$ cat src/rtl/bankpc_pkg.sv
package bankpc_pkg;

  // Counter update selection, ordered by priority (load beats step).
  typedef enum logic [1:0] {
    PC_HOLD = 2'd0,
    PC_STEP = 2'd1,
    PC_LOAD = 2'd2
  } pc_sel_e;

  function automatic pc_sel_e pc_select(input logic br, input logic adv);
    if (br)       return PC_LOAD;
    else if (adv) return PC_STEP;
    else          return PC_HOLD;
  endfunction

endpackage

$ cat src/rtl/bankpc_pc_reg.sv
module bankpc_pc_reg
  import bankpc_pkg::*;
#(
  parameter int PC_W = 16
) (
  input  logic            clk,
  input  logic            rst_n,
  input  logic            adv_i,
  input  logic            br_i,
  input  logic [PC_W-1:0] target_i,
  output logic [PC_W-1:0] pc_o
);

  localparam logic [PC_W-1:0] PC_ONE = PC_W'(1);

  pc_sel_e         sel;
  logic [PC_W-1:0] pc_q;
  logic [PC_W-1:0] pc_d;

  always_comb begin
    sel = pc_select(br_i, adv_i);
    unique case (sel)
      PC_LOAD: pc_d = target_i;
      PC_STEP: pc_d = pc_q + PC_ONE;
      default: pc_d = pc_q;
    endcase
  end

  always_ff @(posedge clk or negedge rst_n) begin
    if (!rst_n) pc_q <= '0;
    else        pc_q <= pc_d;
  end

  assign pc_o = pc_q;

endmodule

$ cat src/rtl/bankpc_bank_pair.sv
module bankpc_bank_pair #(
  parameter int BANK_W = 8
) (
  input  logic              clk,
  input  logic              rst_n,
  input  logic              we_i,
  input  logic [BANK_W-1:0] wdata_i,
  input  logic              promote_i,
  output logic [BANK_W-1:0] pend_o,
  output logic [BANK_W-1:0] act_o
);

  logic [BANK_W-1:0] pend_q;
  logic [BANK_W-1:0] act_q;

  // Pending stage: written by software.
  always_ff @(posedge clk or negedge rst_n) begin
    if (!rst_n)    pend_q <= '0;
    else if (we_i) pend_q <= wdata_i;
  end

  // Active stage: samples the pending value held before this edge.
  always_ff @(posedge clk or negedge rst_n) begin
    if (!rst_n)         act_q <= '0;
    else if (promote_i) act_q <= pend_q;
  end

  assign pend_o = pend_q;
  assign act_o  = act_q;

endmodule

$ cat src/rtl/bankpc_fetch_map.sv
module bankpc_fetch_map #(
  parameter int PC_W   = 16,
  parameter int BANK_W = 8,
  localparam int OFS_W = PC_W - 1,
  localparam int ADR_W = BANK_W + OFS_W
) (
  input  logic [PC_W-1:0]   pc_i,
  input  logic [BANK_W-1:0] bank_i,
  output logic [ADR_W-1:0]  addr_o
);

  logic window_sel;
  assign window_sel = pc_i[PC_W-1];

  // The offset passes straight through.
  assign addr_o[OFS_W-1:0] = pc_i[OFS_W-1:0];

  // Each upper bit is gated by the window select.
  for (genvar b = 0; b < BANK_W; b++) begin : g_bank_bit
    assign addr_o[OFS_W+b] = bank_i[b] & window_sel;
  end

endmodule

$ cat src/rtl/bankpc_unit.sv
module bankpc_unit #(
  parameter int PC_W   = 16,
  parameter int BANK_W = 8,
  localparam int ADR_W = BANK_W + PC_W - 1
) (
  input  logic              clk,
  input  logic              rst_n,
  input  logic              adv_i,
  input  logic              br_i,
  input  logic [PC_W-1:0]   br_target_i,
  input  logic              ubank_we_i,
  input  logic [BANK_W-1:0] ubank_wdata_i,
  output logic [PC_W-1:0]   pc_o,
  output logic [BANK_W-1:0] ubank_o,
  output logic [BANK_W-1:0] vbank_o,
  output logic [ADR_W-1:0]  fetch_addr_o
);

  logic [PC_W-1:0]   pc_w;
  logic [BANK_W-1:0] act_w;

  bankpc_pc_reg #(.PC_W(PC_W)) u_pc (
    .clk      (clk),
    .rst_n    (rst_n),
    .adv_i    (adv_i),
    .br_i     (br_i),
    .target_i (br_target_i),
    .pc_o     (pc_w)
  );

  bankpc_bank_pair #(.BANK_W(BANK_W)) u_banks (
    .clk       (clk),
    .rst_n     (rst_n),
    .we_i      (ubank_we_i),
    .wdata_i   (ubank_wdata_i),
    .promote_i (br_i),
    .pend_o    (ubank_o),
    .act_o     (act_w)
  );

  bankpc_fetch_map #(.PC_W(PC_W), .BANK_W(BANK_W)) u_map (
    .pc_i   (pc_w),
    .bank_i (act_w),
    .addr_o (fetch_addr_o)
  );

  assign pc_o    = pc_w;
  assign vbank_o = act_w;

endmodule

$ cat config.mk
export PLATFORM = sky130hd
export DESIGN_NAME = bankpc_unit
export DESIGN_NICKNAME = d
export VERILOG_FILES = /design/src/rtl/bankpc_pkg.sv /design/src/rtl/bankpc_pc_reg.sv /design/src/rtl/bankpc_bank_pair.sv /design/src/rtl/bankpc_fetch_map.sv /design/src/rtl/bankpc_unit.sv
export SDC_FILE = /design/constraint.sdc
export NUM_CORES = 1
export LEC_CHECK = 0
export BUFFER_PORTS_ARGS = -buffer_cell sky130_fd_sc_hd__buf_2
export CAP_MARGIN = 20
export CORE_UTILIZATION = 35
export CTS_CLUSTER_DIAMETER = 150
export DETAILED_ROUTE_END_ITERATION = 10
export GPL_TIMING_DRIVEN = 1
export HOLD_SLACK_MARGIN = 0.05
export PLACE_DENSITY = 0.72
export SETUP_SLACK_MARGIN = 0.4
export SYNTH_ARGS = -nofsm -noshare
export SYNTH_HDL_FRONTEND = slang
export SYNTH_SLANG_ARGS = --single-unit
$ cat constraint.sdc
create_clock -name clk -period 1.4 [get_ports clk]
set_input_delay 0.07 -clock clk [delete_from_list [all_inputs] [get_ports clk]]
set_output_delay 0.07 -clock clk [all_outputs]
set_load 0.005 [all_outputs]
==> results of run 1 <==
## registers in the layout, summed over array words and instances, names as in the netlist
name	count
u_pc.pc_o	16
u_banks.pend_o	8
u_banks.act_o	8
## layer usage
metal  vias up  GRT usage, %  wire [microns]
met5         -             0               0
li1        865             -               -
met1       928         25.07            2320
met4         0         10.68             174
met2        90         37.69            3085
met3        17         4.722             317
## cell type report
type	count	area share, %
clock inverter	2	1.080
timing repair buffer	150	39.61
inverter	3	0.3471
multi-input combinational	110	29.12
tap	67	2.584
sequential	32	25.03
clock buffer	6	2.237
## stage by stage
stage               power (uW)  setup TNS (ns)  instances  instance area [sq um]  util [%]
finish                    3060        -0.07726        370                   3244     68.69
CTS                       2918        -0.04876        364                   3040     64.37
global route              3191         -0.3243        370                   3244     68.69
floorplan                 1464       -0.002907        166                   1764         -
global placement          1751               0        318                   2293     48.56
detailed placement        1768        -0.05331        318                   2293     48.56
## kinds of logic (layout without fill, tap and decap cells)
family / count (synthesis) / count (layout)
flops: 32 / 32
compound gates: 26 / 26
fa+ha+maj: 1 / 1
mux: 17 / 17
simple gates: 61 / 62
buf+inv: 25 / 161
xor+xnor: 4 / 4
## worst paths after layout
check	from	endpoint	slack [ns]	cells past startpoint
max in group asynchronous	rst_n	u_pc.pc_o[1]	0.73	3
worst max register to register	u_pc.pc_o[0]	u_pc.pc_o[10]	-0.07	5
worst min register to register	u_banks.pend_o[0]	u_banks.act_o[0]	0.53	1
worst max-delay path	u_pc.pc_o[0]	u_pc.pc_o[10]	-0.07	5
worst min-delay path	br_target_i[9]	u_pc.pc_o[9]	0.07	3
min in group asynchronous	rst_n	u_banks.pend_o[4]	0.34	3
## cells in the mapped netlist (all sizes together) (3+ instances only)
| library cell | number |
|---|---|
| or4 | 5 |
| o31ai | 3 |
| mux2 | 16 |
| nor2 | 8 |
| nand3 | 6 |
| and2 | 8 |
| nand4 | 7 |
| o211ai | 3 |
| inv | 3 |
| nor2b | 3 |
| nand2 | 13 |
| and4 | 3 |
| clkbuf | 5 |
| dfrtp | 32 |
| a31oi | 6 |
| o21ai | 8 |
| buf | 17 |
| or2 | 3 |
| o41ai | 3 |
## timing repair
action | CTS | global route
pin swaps | 11 | 17
cloned | 1 | 0
hold buffers | 22 | 0
buffers inserted | 15 | 6
gates resized for setup | 63 | 31
endpoints found under the setup margin | 52 | 55
endpoints found under the hold margin | 53 | 0
## power by group through the flow
| stage | Clock (uW) | Sequential, uW | Combinational (uW) |
|---|---|---|---|
| 2_1_floorplan | 0 | 1170 | 293 |
| 3_3_place_gp | 0 | 1130 | 619 |
| 3_5_place_dp | 0 | 1140 | 629 |
| 4_1_cts | 895 | 1130 | 895 |
| 5_1_grt | 947 | 1150 | 1100 |
| 6_report | 903 | 1140 | 1020 |
## critical path, cell delays in order (launching register included)
cell	delay, ns
dfrtp_2	0.41
ha_4	0.17
nand3_4	0.10
buf_4	0.15
o31ai_1	0.37
a31oi_2	0.14
==> run_results.csv, run 1 <==
group,metric,value,unit
outcome,status,"finished, violations left",
outcome,violations,"negative setup slack",
clock_tree,clk_latency,0.29,ns
placement,gp_congestion,0.8425,
sta,finalWorstSetupSlack,-0.07283,ns
sta,hold_slack,0.06663,ns
synthesis,yosys-mux-area-fraction,11.06,%
worst_setup_path,critPathLaunchType,"flip-flop",
drt,routed_via_density,5.135,
pwr,switching_power,876.5,uW
placement,dp_slack,-0.05331,ns
clock_tree,clock-sinks,32,
sta,report.final.hold_viol_count,0,
cells_and_area,multi_input_area,944.7,sq um
synthesis,synth_top_area_share,46.58,%
synthesis,syn_inst,166,
synthesis,synth_warnings,0,
worst_setup_path,crit_path_end_kind,"flip-flop",
floorplan,die_area,0.005196,sq mm
sta,worst_slew_pin_slew,0.4771,ns
sta,rsz0062_at_grt,"true",
synthesis,synth.avg_cell_area,10.36,sq um
cells_and_area,seq_area,812.0,sq um
floorplan,rows,25,
cells_and_area,final_common_cell,"buf_6",
cells_and_area,diodes,0,
global_routing,grt_max_degree,33,
flow_run,drv_cap,0,
sta,period_share,105.2,%
placement,port_buffers,83,
drt,drt_iter0_drc,60,
synthesis,synth_top_area_cell,"dfrtp_1",
drt,drt-wirelength-per-cell,15.94,microns
pwr,power_frac_clock,29.5,%
global_routing,gr-total-overflow,0,
synthesis,synth_top_family_by_area,"simple AND/OR/NAND/NOR gates",
clock_tree,clkTransAtPathRegs,0.07,ns
floorplan,coreArea,0.004723,sq mm
drt,drt-total-wl,5898,microns
synthesis,synthSimpleGateAreaFrac,19.94,%
synthesis,synth-xor-area-share,2.038,%
worst_setup_path,cp_data_required_time,1.55,ns
synthesis,synth_edf_count,0,
global_routing,grt_pass1_wl,8576,microns
cells_and_area,layout_common_cells,"buf_6, buf_2, dfrtp_1, dlygate4sd3_1, buf_4",
synthesis,synthTopCellsByArea,"dfrtp_1, mux2_2, buf_4, and2_1, nand2_1",
floorplan,design.portCount,84,
cells_and_area,fillCellCount,334,
global_routing,grt_pass1_vias,1843,
global_routing,grt_usage,21.63,%
placement,dpl.hpwl,3329,microns
pwr,powerDensity,943.3,mW/mm^2
pwr,seq_power_share,37.1,%
floorplan,die_height,72.09,microns
synthesis,yosysSeqAreaShare,46.58,%
global_routing,antenna_found_initial,0,
sta,timing.final.crit_period,1.473,ns
worst_setup_path,arrival,1.62,ns
sta,fmax,0.6790,GHz
clock_tree,cts_buffers,5,
sta,slew_headroom,68.16,%
drt,drtAntennaViolNets,0,
drt,drc,0,
synthesis,async_reset_ff_share,100.0,%
synthesis,syn-cell-area,0.001719,sq mm
pwr,power.internal,2184,uW
pwr,p_leak,0.001451,uW
cells_and_area,layout-drive-gt1-share,64.03,%
drt,vias,1900,
worst_setup_path,worstPathMaxFanout,5,
sta,finalMaxSlewViolations,0,
clock_tree,cts_htree_levels,2,
worst_setup_path,crit_type,"flip-flop to flip-flop",
floorplan,start_util,36.40,%
floorplan,die_w,72.09,microns
cells_and_area,area_growth,88.72,%
pwr,ir_drop,760.6,uV
synthesis,synth_top_flop_cell,"dfrtp_1",
synthesis,synth_compound_area_share,10.26,%
drt,drtPass1Iterations,4,
sta,skew,0.005796,ns
clock_tree,cts_tree,"yes",
synthesis,synth_fp_nets,196,
synthesis,ys_types,33,
pwr,switching_share,28.64,%
clock_tree,clk_path_buf_depth,2,
cells_and_area,nNetsFinal,332,
synthesis,synthAdderAreaFrac,0.7278,%
pwr,p_comb_share,33.4,%
synthesis,synth_seq_cells,32,
sta,finalSetupViolCount,2,
hold_path,hold_path.class,"input port to flip-flop",
clock_tree,cts-root-buf,"clkbuf_8",
(Power assumes the default switching activity.)
==> run 2: changes to the inputs <==
Settings changed: PLACE_DENSITY 0.72 to 0.7.
Clock period 1.4 ns to 1.5 ns, I/O delays scaled along.
==> run_results.csv, run 2 (synthesis gave the netlist of run 1 again) <==
group,metric,value,unit
outcome,status,"finished, violations left",
outcome,violations,"negative setup slack",
drt,vias,1924,
cells_and_area,nNetsFinal,342,
cells_and_area,final_common_cell,"buf_2",
floorplan,coreArea,0.004723,sq mm
global_routing,grt_usage,22.35,%
sta,fmax,0.6417,GHz
worst_setup_path,crit_type,"flip-flop to flip-flop",
clock_tree,cts_tree,"yes",
sta,rsz0062_at_grt,"true",
drt,routed_via_density,5.063,
sta,period_share,103.9,%
worst_setup_path,crit_path_end_kind,"flip-flop",
placement,dpl_cell_area,0.002223,sq mm
drt,drt-total-wl,6146,microns
pwr,ir_drop,610.9,uV
worst_setup_path,cp_data_required_time,1.71,ns
drt,drt_iter0_drc,197,
floorplan,die_height,72.09,microns
placement,gp_congestion,0.8009,
sta,tns,-0.08143,ns
global_routing,grt_pass1_wl,8763,microns
clock_tree,clk_path_buf_depth,2,
worst_setup_path,cp_num_buf_inv,1,
clock_tree,cts-root-buf,"clkbuf_8",
pwr,powerDensity,878.5,mW/mm^2
worst_setup_path,arrival,1.77,ns
cells_and_area,layout-drive-gt1-share,62.30,%
worst_setup_path,worstPathCellList,"nand4_1 -> buf_4 -> or4_1 -> a31oi_1",
cells_and_area,post-route-cell-area,0.003248,sq mm
placement,dpl.hpwl,3180,microns
global_routing,antenna_found_initial,0,
clock_tree,clkTransAtPathRegs,0.07,ns
cells_and_area,area_growth,88.94,%
sta,finalWorstSetupSlack,-0.05837,ns
global_routing,gr-total-overflow,0,
sta,worst_slew_pin_slew,0.4574,ns
cells_and_area,diodes,0,
hold_path,hold_path.class,"input port to flip-flop",
worst_setup_path,crit_family,"simple AND/OR/NAND/NOR gates",
pwr,p_leak,0.001476,uW
sta,skew,0.005058,ns
worst_setup_path,slowest_delay,0.47,ns
floorplan,design.portCount,84,
cells_and_area,largest_reg_flops,16,
drt,drtPass1Iterations,4,
worst_setup_path,ff2ff_setup_slack,-0.06,ns
clock_tree,clk_latency,0.29,ns
worst_setup_path,critPathLaunchType,"flip-flop",
placement,port_buffers,83,
sta,timing.final.crit_period,1.558,ns
drt,drc,0,
global_routing,grt_max_degree,21,
floorplan,rows,25,
drt,drt-wirelength-per-cell,16.17,microns
sta,report.final.hold_viol_count,0,
worst_setup_path,slowest_stage,"or4_1",
cells_and_area,layout_common_cells,"buf_2, buf_6, dlygate4sd3_1, buf_4, dfrtp_1",
flow_run,drv_cap,0,
worst_setup_path,worstPathMaxFanout,5,
global_routing,grt_pass1_vias,1829,
sta,slew_headroom,69.47,%
sta,finalSetupViolCount,3,
floorplan,die_w,72.09,microns
clock_tree,clock-sinks,32,
floorplan,start_util,36.40,%
cells_and_area,fillCellCount,338,
drt,drtAntennaViolNets,0,
cells_and_area,final_core_util,68.77,%
floorplan,die_area,0.005196,sq mm
sta,finalMaxSlewViolations,0,
clock_tree,cts_htree_levels,2,
clock_tree,cts_buffers,5,
[run 2: worst register-to-register path, cell delays in order, from the launching register on]
cell	delay (ns)
dfrtp_2	0.39
nand4_1	0.22
buf_4	0.23
or4_1	0.48
a31oi_1	0.17
[run 2: path summary, 6_finish.rpt]
check / start / endpoint / cells after the start
setup / recovery: u_pc.pc_o[2] / u_pc.pc_o[9] / 4
hold / removal: br_target_i[9] / u_pc.pc_o[9] / 3
setup reg to reg: u_pc.pc_o[2] / u_pc.pc_o[9] / 4
hold reg to reg: u_banks.pend_o[6] / u_banks.pend_o[6] / 1
max in group asynchronous: rst_n / u_pc.pc_o[15] / 3
min in group asynchronous: rst_n / u_pc.pc_o[8] / 2
[run 2: final cells by class]
type | count | area [sq um] | area share [%]
Tap cell | 67 | 83.83 | 2.581
Clock inverter | 2 | 35.03 | 1.079
Inverter | 3 | 11.26 | 0.3467
Timing Repair Buffer | 160 | 1279 | 39.37
Clock buffer | 6 | 72.57 | 2.234
Multi-Input combinational cell | 110 | 954.7 | 29.39
Sequential cell | 32 | 812.0 | 25.00
[run 2: stage by stage]
step                setup slack (ns)  hold slack, ns  cells  total power, uW
finish                      -0.05837         0.08013    380             2854
global route                 -0.1693          0.1019    380             2990
CTS                          0.07250         0.07259    364             2611
detailed placement          -0.01763         0.01856    309             1618
global placement             0.08079         0.01449    309             1604
floorplan                    0.09709         -0.2206    166             1364
[run 2: metal layers]
metal / part of all wire (%) / vias to the layer above / GRT usage (%)
li1: - / 887 / -
met1: 39 / 909 / 25.98
met5: 0 / - / 0
met4: 4.3 / 0 / 10.89
met3: 4.8 / 31 / 4.167
met2: 51 / 97 / 39.46
[run 2: report_power, final]
part / total [uW] / leakage, uW / internal, uW / switching [uW]
Sequential: 1060 / 0.000366 / 966 / 94.1
Combinational: 969 / 0.00105 / 580 / 389
Clock: 825 / 0.0000552 / 493 / 333
Total: 2850 / 0.00148 / 2040 / 816
[run 2: timing repair]
| item | in CTS | in global routing |
|---|---|---|
| endpoints found under the hold margin | 45 | 0 |
| gates resized for setup | 25 | 59 |
| hold buffers | 24 | 0 |
| endpoints found under the setup margin | 21 | 37 |
| pin swaps | 15 | 26 |
| gates cloned | 1 | 0 |
| setup buffers | 22 | 16 |
